**src/rtl/ck_sel_pkg.sv**
```systemverilog
`timescale 1ns/1ps
package ck_sel_pkg;
    typedef enum logic [1:0] {
        SEL_MEASURE = 2'd0,
        SEL_SETTLE  = 2'd1,
        SEL_LOCKED  = 2'd2
    } sel_state_e;

    function automatic int unsigned edge_limit(input int unsigned min_hz,
                                               input int unsigned win,
                                               input int unsigned osc_hz);
        longint unsigned prod;
        prod = longint'(min_hz) * longint'(win);
        return int'(prod / longint'(osc_hz));
    endfunction
endpackage

```
**src/rtl/ck_sync.sv**
```systemverilog
`timescale 1ns/1ps
module ck_sync #(
    parameter int unsigned STAGES = 2
) (
    input  logic clk,
    input  logic rst_n,
    input  logic d,
    output logic q
);
    logic [STAGES-1:0] sh_d, sh_q;

    always_comb begin
        sh_d = {sh_q[STAGES-2:0], d};
    end

    always_ff @(posedge clk or negedge rst_n) begin
        if (!rst_n) sh_q <= '0;
        else        sh_q <= sh_d;
    end

    assign q = sh_q[STAGES-1];
endmodule

```
**src/rtl/ck_edge_meter.sv**
```systemverilog
`timescale 1ns/1ps
module ck_edge_meter #(
    parameter int unsigned WIN   = 1024,
    parameter int unsigned LIMIT = 62
) (
    input  logic clk,
    input  logic rst_n,
    input  logic lvl,
    output logic done,
    output logic fast
);
    localparam int unsigned WW = $clog2(WIN + 1);

    typedef struct packed {
        logic [WW-1:0] win;
        logic [WW-1:0] cnt;
        logic          prev;
        logic          done;
        logic          fast;
    } meter_t;

    meter_t m_d, m_q;

    always_comb begin
        m_d = m_q;
        if (!m_q.done) begin
            m_d.win = m_q.win + 1'b1;
            if (lvl && !m_q.prev) m_d.cnt = m_q.cnt + 1'b1;
            if (m_q.win == WW'(WIN - 1)) begin
                m_d.done = 1'b1;
                m_d.fast = (m_d.cnt > WW'(LIMIT));
            end
        end
        m_d.prev = lvl;
    end

    always_ff @(posedge clk or negedge rst_n) begin
        if (!rst_n) m_q <= '0;
        else        m_q <= m_d;
    end

    assign done = m_q.done;
    assign fast = m_q.fast;

    // the verdict is fixed once the window closes
    assert_verdict_hold_R3: assert property (@(posedge clk) disable iff (!rst_n)
        done |=> (done && $stable(fast)));
endmodule

```
**src/rtl/clk_src_picker.sv**
```systemverilog
`timescale 1ns/1ps
module clk_src_picker #(
    parameter int unsigned OSC_HZ     = 4_915_200,
    parameter int unsigned EXT_MIN_HZ = 300_000,
    parameter int unsigned WIN_CYCLES = 1024,
    parameter int unsigned XTAL_WAIT  = 27_525,
    parameter int unsigned SYNC_STAGES = 2
) (
    input  logic osc_clk,
    input  logic pwr_dn_n,
    input  logic ext_pin,
    output logic use_ext,
    output logic osc_en,
    output logic clk_ready
);
    import ck_sel_pkg::*;

    localparam int unsigned LIMIT    = edge_limit(EXT_MIN_HZ, WIN_CYCLES, OSC_HZ);
    localparam bit          HAS_WAIT = (XTAL_WAIT > 0);
    localparam int unsigned DW       = (XTAL_WAIT > 1) ? $clog2(XTAL_WAIT + 1) : 1;

    typedef struct packed {
        sel_state_e    st;
        logic          ext;
        logic [DW-1:0] dly;
    } pick_t;

    pick_t p_d, p_q;
    logic  ext_sync;
    logic  meter_done;
    logic  meter_fast;
    logic  settle_end;

    ck_sync #(.STAGES(SYNC_STAGES)) sync_i (
        .clk   (osc_clk),
        .rst_n (pwr_dn_n),
        .d     (ext_pin),
        .q     (ext_sync)
    );

    ck_edge_meter #(.WIN(WIN_CYCLES), .LIMIT(LIMIT)) meter_i (
        .clk   (osc_clk),
        .rst_n (pwr_dn_n),
        .lvl   (ext_sync),
        .done  (meter_done),
        .fast  (meter_fast)
    );

    generate
        if (HAS_WAIT) begin : g_wait
            assign settle_end = (p_q.dly == DW'(XTAL_WAIT - 1));
        end else begin : g_nowait
            assign settle_end = 1'b1;
        end
    endgenerate

    always_comb begin
        p_d = p_q;
        case (p_q.st)
            SEL_MEASURE: begin
                if (meter_done) begin
                    p_d.ext = meter_fast;
                    p_d.dly = '0;
                    p_d.st  = (meter_fast && HAS_WAIT) ? SEL_SETTLE : SEL_LOCKED;
                end
            end
            SEL_SETTLE: begin
                p_d.dly = p_q.dly + 1'b1;
                if (settle_end) p_d.st = SEL_LOCKED;
            end
            SEL_LOCKED: p_d = p_q;
            default:    p_d.st = SEL_MEASURE;
        endcase
    end

    always_ff @(posedge osc_clk or negedge pwr_dn_n) begin
        if (!pwr_dn_n) p_q <= '{st: SEL_MEASURE, ext: 1'b0, dly: '0};
        else           p_q <= p_d;
    end

    assign use_ext   = p_q.ext;
    assign clk_ready = (p_q.st == SEL_LOCKED);
    assign osc_en    = !(p_q.ext && clk_ready);

    // ready is sticky and the choice holds while ready
    assert_ready_sticky_R7: assert property (@(posedge osc_clk) disable iff (!pwr_dn_n)
        clk_ready |=> clk_ready);
    assert_choice_frozen_R7: assert property (@(posedge osc_clk) disable iff (!pwr_dn_n)
        clk_ready |=> ($stable(use_ext) && $stable(osc_en)));
    // oscillator is switched off only for a ready external choice
    assert_osc_off_gate_R6: assert property (@(posedge osc_clk) disable iff (!pwr_dn_n)
        !osc_en |-> (use_ext && clk_ready));
    // settling happens only on the external path, with the oscillator still on
    assert_settle_ext_R6: assert property (@(posedge osc_clk) disable iff (!pwr_dn_n)
        (p_q.st == SEL_SETTLE) |-> (use_ext && osc_en && !clk_ready));
    // the selection flag follows the meter verdict when it is taken
    assert_take_verdict_R3: assert property (@(posedge osc_clk) disable iff (!pwr_dn_n)
        (p_q.st == SEL_MEASURE && meter_done) |=> (use_ext == $past(meter_fast)));
endmodule

```
**config.mk**
```make
export PLATFORM = sky130hd
export DESIGN_NAME = clk_src_picker
export DESIGN_NICKNAME = d
export VERILOG_FILES = /design/src/rtl/ck_sel_pkg.sv /design/src/rtl/ck_sync.sv /design/src/rtl/ck_edge_meter.sv /design/src/rtl/clk_src_picker.sv
export SDC_FILE = /design/constraint.sdc
export NUM_CORES = 1
export LEC_CHECK = 0
export BUFFER_PORTS_ARGS = -buffer_cell sky130_fd_sc_hd__buf_2
export CORE_UTILIZATION = 48
export DETAILED_ROUTE_END_ITERATION = 10
export GPL_ROUTABILITY_DRIVEN = 0
export GPL_TIMING_DRIVEN = 0
export PLACE_DENSITY = 0.75
export SETUP_SLACK_MARGIN = 0.3
export SLEW_MARGIN = 20
export SYNTH_ARGS = -nofsm -noshare
export SYNTH_HDL_FRONTEND = slang
export SYNTH_SLANG_ARGS = --single-unit
```
**constraint.sdc**
```tcl
create_clock -name osc_clk -period 2 [get_ports osc_clk]
set_clock_uncertainty 0.1 [all_clocks]
set_input_delay 0.2 -clock osc_clk [delete_from_list [all_inputs] [get_ports osc_clk]]
set_output_delay 0.2 -clock osc_clk [all_outputs]
set_load 0.02 [all_outputs]
```
==> impl_metrics.ini <==
[status]
outcome = complete, no violations

[critical_path]
cp_data_arrival_time_ns = 1.98
crit_fanout = 7
crit_chain = ha_4 -> nand3b_4 -> or3_4 -> o311ai_2 -> o211ai_1 -> mux2_2
start_kind = register
slowest_delay_ns = 0.40
crit_path_end_kind = register
path_class = register to register
timing.rr.start = meter_i.m_q[4]
crit_required_ns = 2.09
crit_slowest_cell = dfrtp_1
startpoint = meter_i.m_q[4]

[detailed_routing]
routed_via_density = 5.66
ant_nets = 0
wl_per_cell_um = 14.6
routed-via-count = 1674
drc_errors = 0
wirelength_um = 4330
drtPass1Iterations = 5
first_iter_violations = 111

[timing]
maxSlewViolCount = 0
worst_slack_ns = 0.107
finalCritPeriodShare_pct = 94.7
fin_crit_ns = 1.89
fin_setup_tns_ns = 0
tightestPinTransition_ns = 0.625
holdWs_ns = 0.269
rsz0062_at_grt = yes
max_freq_mhz = 528
slew_headroom_pct = 58.1
setup_violations = 0
hold_viol = 0

[synthesis]
synth_top_area_cell = dfrtp_1
ys_ff_latch = 45
synth_top_area_share_pct = 50.4
ys_types = 43
synthCells = 214
syn-cell-area_um2 = 2230
synth_warnings = 0
synth_fp_nets = 221
yosys-top-cells-area = dfrtp_1, xnor2_1, xor2_1
ys_seq_area_share_pct = 50.4
syn_avg_cell_area_um2 = 10.4

[power_and_ir_drop]
peakVddDrop_uv = 523
p_leak_nw = 1.23
p_per_area_nw_per_um2 = 754

[global_routing]
antenna_found_initial = 0
grt_pass1_vias = 1697
grtUsageTotal_pct = 19.8
overflow = 0
grt_max_degree = 46
grt_pass1_wl_um = 7490

[final_layout]
syn2layout_area_growth_pct = 21.9
postLayoutCoreUtil_pct = 61.6
layout_commonest_cell = dfrtp_1
antenna-diode-count = 0
fin_nets = 250
drive_gt1_share_pct = 25.0
final_cell_area_um2 = 2720
final_cell_mix = dfrtp_1, nand2_1, nor2_1

[floorplan]
core_um2 = 4410
die_w_um = 70.2
rows = 24
dieArea_um2 = 4930
ios = 6
start_util_pct = 50.6
die_h_um = 70.2

[cts]
clock-root-buffer = clkbuf_8
htreeDepth = 2
tritoncts = yes
clockBufferDepth = 2
cts_sinks = 45
clk_pin_slew_ns = 0.08
clk_latency_ns = 0.30
cts_buffers = 5

[placed_design]
place_area_um2 = 2330
pre_cts_ws_ns = -0.0838
dp_hpwl_um = 2690
port_buffers = 5

[min_path]
hold_start = sync_i.sh_q[0]
hold_class = register to register

[job]
maxCapViolations = 0
[worst max-delay path: cells and delay by family, from the launching register on]
kind | cells | cell delay, ns
adders and majority gates | 1 | 0.16
AOI/OAI and AO/OA | 2 | 0.38
muxes | 1 | 0.27
DFF | 1 | 0.40
and+or+nand+nor | 2 | 0.47
[cell usage after synthesis, drive strengths merged]
cell type / n
dfrtp: 45
nand2b: 2
or3b: 1
buf: 2
and4: 1
a31o: 1
nand4: 3
xnor2: 13
a211oi: 2
a31oi: 1
ha: 4
nor3b: 3
nor2: 20
nor2b: 4
o211ai: 1
and3: 6
o311ai: 1
inv: 5
nand4b: 2
nand3: 7
a21oi: 5
or4b: 1
or3: 4
xor2: 13
a41oi: 1
nand2: 24
o21ai: 8
a22o: 6
nor4bb: 1
nand3b: 2
clkbuf: 1
and2: 2
o21bai: 1
nor3: 8
a21o: 3
mux2: 8
nor4: 2
[worst paths after layout]
| path | end | slack (ns) | cells past startpoint |
|---|---|---|---|
| worst max-delay path | meter_i.fast | 0.11 | 6 |
| worst min-delay path | sync_i.sh_q[1] | 0.27 | 0 |
| worst max register to register | meter_i.fast | 0.11 | 6 |
| worst min register to register | sync_i.sh_q[1] | 0.27 | 0 |
| max in group asynchronous | meter_i.m_q[3] | 1.06 | 2 |
| min in group asynchronous | meter_i.m_q[19] | 0.33 | 2 |
[per-layer routing]
layer  wire, um  vias up  global-route usage, %
met5          0        -                      0
met4        116        0                   8.00
met3        136       10                   7.36
met2       2150       36                   32.3
met1       1920      826                   23.6
li1           -      802                      -
[area by class of cell]
| cell class | instances | area [um2] |
|---|---|---|
| plain buffers | 3 | 18.8 |
| clock buffers | 7 | 86.3 |
| clock inverters | 1 | 30.0 |
| fillers | 364 | 1690 |
| inverters | 5 | 18.8 |
| multi-input cells | 161 | 1210 |
| flip-flops and latches | 45 | 1130 |
| well taps | 52 | 65.1 |
| repair buffers | 22 | 164 |
[power by group]
group | switching (mW) | leakage (nW) | internal [mW]
clock network | 0.295 | 0.0585 | 0.407
logic | 0.147 | 0.575 | 0.153
registers | 0.0789 | 0.595 | 0.970
[repair_timing]
action,CTS,global route
buffers inserted,9,6
resized for setup,13,20
pin swaps,8,10
hold buffers,2,0
endpoints found under the setup margin,14,16
endpoints found under the hold margin,46,0
[cells by family (layout without fill, tap and decap cells)]
kind of cell             count (synthesis)  count (layout)  share of synthesized area (%)
buffers and inverters                    8              38                           1.35
flip-flops                              45              45                           50.4
XOR/XNOR                                26              26                           10.2
multiplexers                             8               8                           4.04
AND/OR/NAND/NOR                         93              93                           22.6
adder cells (fa/ha/maj)                  4               4                           2.24
AO/OA/AOI/OAI                           30              30                           9.08
[flip-flops by register name (all words and copies together), names as in the netlist]
register      flops
meter_i.m_q      23
p_q              17
sync_i.sh_q       2
meter_i.done      1
meter_i.fast      1
use_ext           1
[per-stage QoR]
stage | total power [mW] | instances
3_3_place_gp | 1.26 | 271
3_5_place_dp | 1.27 | 271
2_1_floorplan | 1.21 | 214
4_1_cts | 2.04 | 290
6_report | 2.05 | 296
5_1_grt | 2.16 | 296
Power figures use the tool's default switching activity.
